$ cat src/rtl/hib_pkg.sv
package hib_pkg;
   // fixed register addresses; scratch words start at A_SCR0
   localparam int A_SEC   = 0;
   localparam int A_MATCH = 1;
   localparam int A_CTRL  = 2;
   localparam int A_STAT  = 3;
   localparam int A_SCR0  = 4;
   // control bits
   localparam int C_HIB   = 0;
   localparam int C_CLR   = 1;
   // status bits
   localparam int S_HIB   = 0;
   localparam int S_ALARM = 1;
   localparam int S_PIN   = 2;
endpackage

$ cat src/rtl/hib_tick_gen.sv
module hib_tick_gen #(
   parameter int PRESCALE = 128
) (
   input  logic clk,
   input  logic rst_n,
   input  logic restart,
   output logic tick
);
   localparam int PW = (PRESCALE > 1) ? $clog2(PRESCALE) : 1;
   localparam logic [PW-1:0] LAST = PW'(PRESCALE - 1);

   logic [PW-1:0] pre_q;

   assign tick = (pre_q == LAST);

   // one tick per PRESCALE clocks, restartable by a counter load
   always_ff @(posedge clk or negedge rst_n) begin
      if (!rst_n)             pre_q <= '0;
      else if (restart)       pre_q <= '0;
      else if (tick)          pre_q <= '0;
      else                    pre_q <= pre_q + 1'b1;
   end
endmodule

$ cat src/rtl/hib_rtc.sv
module hib_rtc #(
   parameter int CNT_W   = 32,
   parameter int SEC_DIV = 32768
) (
   input  logic             clk,
   input  logic             rst_n,
   input  logic             tick,
   input  logic             load,
   input  logic             match_wr,
   input  logic [CNT_W-1:0] wval,
   input  logic             clr,
   output logic [CNT_W-1:0] seconds,
   output logic [CNT_W-1:0] match_val,
   output logic             match_flag
);
   localparam int SW = (SEC_DIV > 1) ? $clog2(SEC_DIV) : 1;
   localparam logic [SW-1:0] SLAST = SW'(SEC_DIV - 1);

   logic [SW-1:0]    sub_q;
   logic             step;
   logic [CNT_W-1:0] sec_nxt;

   assign step    = tick && (sub_q == SLAST) && !load;
   assign sec_nxt = seconds + 1'b1;

   // sub-second phase and seconds count
   always_ff @(posedge clk or negedge rst_n) begin
      if (!rst_n) begin
         sub_q   <= '0;
         seconds <= '0;
      end else if (load) begin
         sub_q   <= '0;
         seconds <= wval;
      end else if (tick) begin
         sub_q <= (sub_q == SLAST) ? '0 : sub_q + 1'b1;
         if (step) seconds <= sec_nxt;
      end
   end

   always_ff @(posedge clk or negedge rst_n) begin
      if (!rst_n)        match_val <= '0;
      else if (match_wr) match_val <= wval;
   end

   // compare once per step, latch until cleared (set wins)
   always_ff @(posedge clk or negedge rst_n) begin
      if (!rst_n)                               match_flag <= 1'b0;
      else if (step && (sec_nxt == match_val))  match_flag <= 1'b1;
      else if (clr)                             match_flag <= 1'b0;
   end
endmodule

$ cat src/rtl/hib_wake_filt.sv
module hib_wake_filt #(
   parameter int SYNC_STAGES = 2
) (
   input  logic clk,
   input  logic rst_n,
   input  logic tick,
   input  logic wake_n,
   input  logic clr,
   output logic pin_flag
);
   logic [SYNC_STAGES-1:0] sync_q;
   logic                   synced;
   logic                   samp_q;

   generate
      if (SYNC_STAGES == 1) begin : g_one
         always_ff @(posedge clk or negedge rst_n) begin
            if (!rst_n) sync_q <= '1;
            else        sync_q <= wake_n;
         end
      end else begin : g_chain
         always_ff @(posedge clk or negedge rst_n) begin
            if (!rst_n) sync_q <= '1;
            else        sync_q <= {sync_q[SYNC_STAGES-2:0], wake_n};
         end
      end
   endgenerate

   assign synced = sync_q[SYNC_STAGES-1];

   always_ff @(posedge clk or negedge rst_n) begin
      if (!rst_n)    samp_q <= 1'b1;
      else if (tick) samp_q <= synced;
   end

   // two consecutive low tick samples raise the pin flag
   always_ff @(posedge clk or negedge rst_n) begin
      if (!rst_n)                          pin_flag <= 1'b0;
      else if (tick && !synced && !samp_q) pin_flag <= 1'b1;
      else if (clr)                        pin_flag <= 1'b0;
   end
endmodule

$ cat src/rtl/hib_scratch.sv
module hib_scratch #(
   parameter int NREGS  = 4,
   parameter int DATA_W = 32,
   parameter int IDX_W  = 2
) (
   input  logic              clk,
   input  logic              rst_n,
   input  logic              wr_en,
   input  logic [IDX_W-1:0]  idx,
   input  logic [DATA_W-1:0] wdata,
   output logic [DATA_W-1:0] rdata
);
   logic [DATA_W-1:0] mem [NREGS];

   // retained words, never touched by hibernation
   generate
      for (genvar i = 0; i < NREGS; i++) begin : g_word
         always_ff @(posedge clk or negedge rst_n) begin
            if (!rst_n)                          mem[i] <= '0;
            else if (wr_en && (int'(idx) == i))  mem[i] <= wdata;
         end
      end
   endgenerate

   always_comb begin
      rdata = '0;
      for (int i = 0; i < NREGS; i++)
         if (int'(idx) == i) rdata = mem[i];
   end
endmodule

$ cat src/rtl/hib_wake_ctl.sv
module hib_wake_ctl
   import hib_pkg::*;
#(
   parameter int PRESCALE    = 128,
   parameter int SEC_DIV     = 32768,
   parameter int CNT_W       = 32,
   parameter int NREGS       = 4,
   parameter int SYNC_STAGES = 2,
   parameter int ADDR_W      = 3
) (
   input  logic              clk,
   input  logic              rst_n,
   input  logic              wr_en,
   input  logic [ADDR_W-1:0] addr,
   input  logic [CNT_W-1:0]  wdata,
   output logic [CNT_W-1:0]  rdata,
   input  logic              wake_n,
   output logic              hib_n
);
   localparam int IDX_W = (NREGS > 1) ? $clog2(NREGS) : 1;

   generate
      if (PRESCALE < 2)               begin : g_bad_pre  $error("PRESCALE must be at least 2"); end
      if (SEC_DIV < 2)                begin : g_bad_div  $error("SEC_DIV must be at least 2"); end
      if (CNT_W < 3)                  begin : g_bad_w    $error("CNT_W must be at least 3"); end
      if (NREGS < 1)                  begin : g_bad_n    $error("NREGS must be at least 1"); end
      if (SYNC_STAGES < 1)            begin : g_bad_s    $error("SYNC_STAGES must be at least 1"); end
      if ((1 << ADDR_W) < A_SCR0 + NREGS) begin : g_bad_a $error("ADDR_W too small for map"); end
   endgenerate

   logic             tick;
   logic             sec_load, match_wr, wr_ctrl, wr_scr, is_scr;
   logic             clr, req, pending;
   logic             match_flag, pin_flag, hib_q;
   logic [CNT_W-1:0] seconds, match_val, scr_rdata;
   logic [IDX_W-1:0] scr_idx;

   assign is_scr   = (int'(addr) >= A_SCR0) && (int'(addr) < A_SCR0 + NREGS);
   assign scr_idx  = IDX_W'(int'(addr) - A_SCR0);
   assign sec_load = wr_en && (int'(addr) == A_SEC);
   assign match_wr = wr_en && (int'(addr) == A_MATCH);
   assign wr_ctrl  = wr_en && (int'(addr) == A_CTRL);
   assign wr_scr   = wr_en && is_scr;
   assign clr      = wr_ctrl && wdata[C_CLR];
   assign req      = wr_ctrl && wdata[C_HIB];
   assign pending  = match_flag || pin_flag;

   hib_tick_gen #(.PRESCALE(PRESCALE)) u_tick (
      .clk(clk), .rst_n(rst_n), .restart(sec_load), .tick(tick)
   );

   hib_rtc #(.CNT_W(CNT_W), .SEC_DIV(SEC_DIV)) u_rtc (
      .clk(clk), .rst_n(rst_n), .tick(tick), .load(sec_load),
      .match_wr(match_wr), .wval(wdata), .clr(clr),
      .seconds(seconds), .match_val(match_val), .match_flag(match_flag)
   );

   hib_wake_filt #(.SYNC_STAGES(SYNC_STAGES)) u_filt (
      .clk(clk), .rst_n(rst_n), .tick(tick), .wake_n(wake_n),
      .clr(clr), .pin_flag(pin_flag)
   );

   hib_scratch #(.NREGS(NREGS), .DATA_W(CNT_W), .IDX_W(IDX_W)) u_scr (
      .clk(clk), .rst_n(rst_n), .wr_en(wr_scr), .idx(scr_idx),
      .wdata(wdata), .rdata(scr_rdata)
   );

   // software entry, blocked while pending, exit on any flag
   always_ff @(posedge clk or negedge rst_n) begin
      if (!rst_n)                   hib_q <= 1'b0;
      else if (hib_q && pending)    hib_q <= 1'b0;
      else if (!hib_q && req && !pending) hib_q <= 1'b1;
   end

   assign hib_n = !hib_q;

   // status bits name the wake source
   always_comb begin
      rdata = '0;
      if (is_scr) rdata = scr_rdata;
      else begin
         case (int'(addr))
            A_SEC:   rdata = seconds;
            A_MATCH: rdata = match_val;
            A_STAT: begin
               rdata[S_HIB]   = hib_q;
               rdata[S_ALARM] = match_flag;
               rdata[S_PIN]   = pin_flag;
            end
            default: rdata = '0;
         endcase
      end
   end
endmodule

$ cat config.mk
export PLATFORM = sky130hd
export DESIGN_NAME = hib_wake_ctl
export DESIGN_NICKNAME = d
export VERILOG_FILES = /design/src/rtl/hib_pkg.sv /design/src/rtl/hib_tick_gen.sv /design/src/rtl/hib_rtc.sv /design/src/rtl/hib_wake_filt.sv /design/src/rtl/hib_scratch.sv /design/src/rtl/hib_wake_ctl.sv
export SDC_FILE = /design/constraint.sdc
export NUM_CORES = 1
export LEC_CHECK = 0
export BUFFER_PORTS_ARGS = -buffer_cell sky130_fd_sc_hd__buf_2
export CAP_MARGIN = 20
export CORE_ASPECT_RATIO = 0.9
export CORE_UTILIZATION = 50
export DETAILED_ROUTE_END_ITERATION = 6
export PLACE_DENSITY_LB_ADDON = 0.3
export SLEW_MARGIN = 0
export SYNTH_ARGS = -nofsm -noshare
export SYNTH_HDL_FRONTEND = slang
export SYNTH_SLANG_ARGS = --single-unit
$ cat constraint.sdc
create_clock -name clk -period 2.44 [get_ports clk]
set_input_delay 0.244 -clock clk [delete_from_list [all_inputs] [get_ports clk]]
set_output_delay 0.244 -clock clk [all_outputs]
set_load 0.01 [all_outputs]
==> impl_metrics.toml <==
[power]
seq_power_share_pct = 45.9
p_comb_share_pct = 23.3
power_density_mw_per_mm2 = 817
pwr-share-clk_pct = 30.8
p_sw_w = 0.00318
switching_share_pct = 29.1
p_leak_nw = 5.68
p_int_w = 0.00773
peakVddDrop_uv = 628

[sta]
hold_ws_ns = 0.0210
period_share_pct = 95.6
relSlewSlack_pct = 55.4
finClkSkew_ns = 0.0218
min_period_ns = 2.33
hold_viol = 0
tns_ns = 0
tightest_slew_ns = 0.669
grt_setup_unrepaired = "no"
slew_violations = 0
max_freq_ghz = 0.429
setup_viol = 0

[route]
drt_iter0_drc = 584
drt-total-wl_mm = 26.5
vias = 8082
first_pass_iters = 5
routed_via_density = 5.76
drc = 0
wire_per_inst_um = 18.9
ant_nets = 0

[synthesis]
synth_ff_type = "dfrtp_1"
ys_ff_latch = 220
synthArstFlopShare_pct = 100
avgSynthCellArea_um2 = 11.5
ys_seq_area_share_pct = 47.9
synth_cells = 1001
synth_area_mm2 = 0.0115
synth.top_cell.area_share_pct = 47.2
ys_types = 50
syn_nets = 1043
synth-edff-count = 0
ys_warn_count = 0
synthTopCellsByArea = "dfrtp_1, mux2_2, mux4_2"
synth_area_leader_cell = "dfrtp_1"

[critical_path]
path_max_fanout = 7
start_kind = "register"
reg2reg_slack_ns = 0.11
r2r_end = "u_rtc.match_flag"
r2r-start = "u_rtc.seconds[3]"
crit_type = "register to register"
worstPathArrival_ns = 2.74
rr_worst_depth = 7
required_ns = 2.85
endpoint_kind = "register"

[flow_run]
maxCapViolations = 0

[place]
hpwl_mm = 18.3
gp_congestion = 0.904
portBuffers = 71

[hold_path]
hold_path.startpoint = "wdata[19]"
hold_path.class = "input pin to register"
hold_path_depth = 3
holdPathEnd = "u_rtc.seconds[19]"

[layout]
antenna_cells = 0
syn2layout_area_growth_pct = 15.9
drive_gt1_share_pct = 35.1
fin_nets = 1131
fillers = 1885

[die]
die_y_um = 146
die_w_um = 162
pin_count = 72
rows = 52
core_area_mm2 = 0.0225
die-area_mm2 = 0.0236
initial_core_util_pct = 51.1

[clocking]
cts_root_buf = "clkbuf_16"
htreeDepth = 1
clk_latency_ns = 0.52
cts_made_buffers = 23
cts_tree = "done"
clockBufferDepth = 3
clock-sinks = 220
clkTransAtPathRegs_ns = 0.06

[global_routing]
overflow = 0
grt_pass1_vias = 8151
grt_pass1_wl_mm = 44.1
antenna_found_initial = 0
track_usage_pct = 23.4
grt_max_degree = 80

[outcome]
status = "finished clean"
## logic make-up after synthesis
family	share of synthesized area, %
AND/OR/NAND/NOR	11.9
multiplexers	25.3
flip-flops	47.9
AO/OA/AOI/OAI	5.23
XOR/XNOR	6.54
buffers and inverters	2.80
adder cells (fa/ha/maj)	0.326
## synth_stat cells (all sizes together) (14+ instances only)
cell type	instances
o21ai	76
mux2i	36
nand3	22
nand4	26
nand2	102
xnor2	52
dfrtp	217
xor2	34
nor3	28
clkbuf	60
mux4	32
a21oi	17
mux2	163
buf	14
nor2	38
## sequential cells by signal (all words and copies together), names as in the netlist
name              flops
hib_q                 1
u_filt.pin_flag       1
u_filt.samp_q         1
u_filt.sync_q         2
u_rtc.match_flag      1
u_rtc.match_val      32
u_rtc.seconds        32
u_rtc.sub_q          15
u_scr.mem           128
u_tick.pre_q          7
## what timing repair did
action | in CTS | in global routing
buffers inserted | 0 | 2
endpoints found under the setup margin | 0 | 7
hold buffers | 7 | 0
endpoints found under the hold margin | 82 | 0
resized for setup | 0 | 13
## metrics by stage
step / instance area (um^2) / total power (W) / utilization [%] / cells / setup slack, ns
2_1_floorplan: 11500 / 0.00673 / - / 1001 / 0.0309
3_3_place_gp: 12500 / 0.00749 / 55.5 / 1352 / 0.164
4_1_cts: 13300 / 0.0110 / 59.0 / 1400 / 0.0570
3_5_place_dp: 12500 / 0.00758 / 55.5 / 1352 / 0.0858
5_1_grt: 13300 / 0.0115 / 59.3 / 1402 / 0.0000950
6_report: 13300 / 0.0109 / 59.3 / 1402 / 0.108
## per-layer routing
| layer | wire [um] | vias up | track usage (%) | part of all wire [%] |
|---|---|---|---|---|
| met3 | 1100 | 39 | 3.62 | 4.2 |
| met4 | 591 | 0 | 6.13 | 2.2 |
| met5 | 0 | - | 0 | 0 |
| met2 | 12000 | 175 | 35.6 | 45 |
| li1 | - | 3757 | - | - |
| met1 | 12800 | 4111 | 34.9 | 48 |
## worst max-delay path, stage by stage, from the launching register on
cell and delay (ns):
dfrtp_2 0.41, and4_2 0.30, nand4_1 0.13, or3_1 0.40
or4b_1 0.48, a21oi_1 0.16, nand4_1 0.10, o31ai_1 0.24
## placed cells by master, fill, tap and decap left out, types with 17 or more instances in the layout
cell type    n
nand2_1    101
nor2_1      38
mux4_2      32
xnor2_1     52
buf_4       52
mux2i_1     36
a21oi_1     17
buf_2       69
clkbuf_16   23
nand3_1     22
xor2_1      34
o21ai_0     72
mux2_2     163
dfrtp_1    215
nor3_1      22
nand4_1     25
## power groups by stage
stage	registers, W	logic [W]	clock network (W)
global placement	0.00501	0.00247	0
global route	0.00512	0.00280	0.00359
finish	0.00501	0.00254	0.00336
CTS	0.00500	0.00255	0.00344
floorplan	0.00481	0.00192	0
detailed placement	0.00506	0.00253	0
## cell type report
type	count	area (um^2)	share of cell area, %
Multi-Input combinational cell	701	5740	43.0
Tap cell	297	372	2.78
Clock buffer	34	677	5.07
Inverter	6	22.5	0.169
Timing Repair Buffer	137	981	7.35
Clock inverter	7	45.0	0.337
Sequential cell	220	5510	41.3
## worst max path at each step
stage	endpoint	from
after floorplan	u_rtc.seconds[30]	u_tick.pre_q[0]
after global placement	u_rtc.seconds[30]	u_tick.pre_q[0]
after detailed placement	u_rtc.match_flag	u_rtc.seconds[1]
after CTS	u_rtc.match_flag	u_rtc.seconds[1]
after global routing	u_rtc.match_flag	u_rtc.seconds[12]
final	u_rtc.match_flag	u_rtc.seconds[3]
No activity file was read; power rests on OpenSTA's default activity.
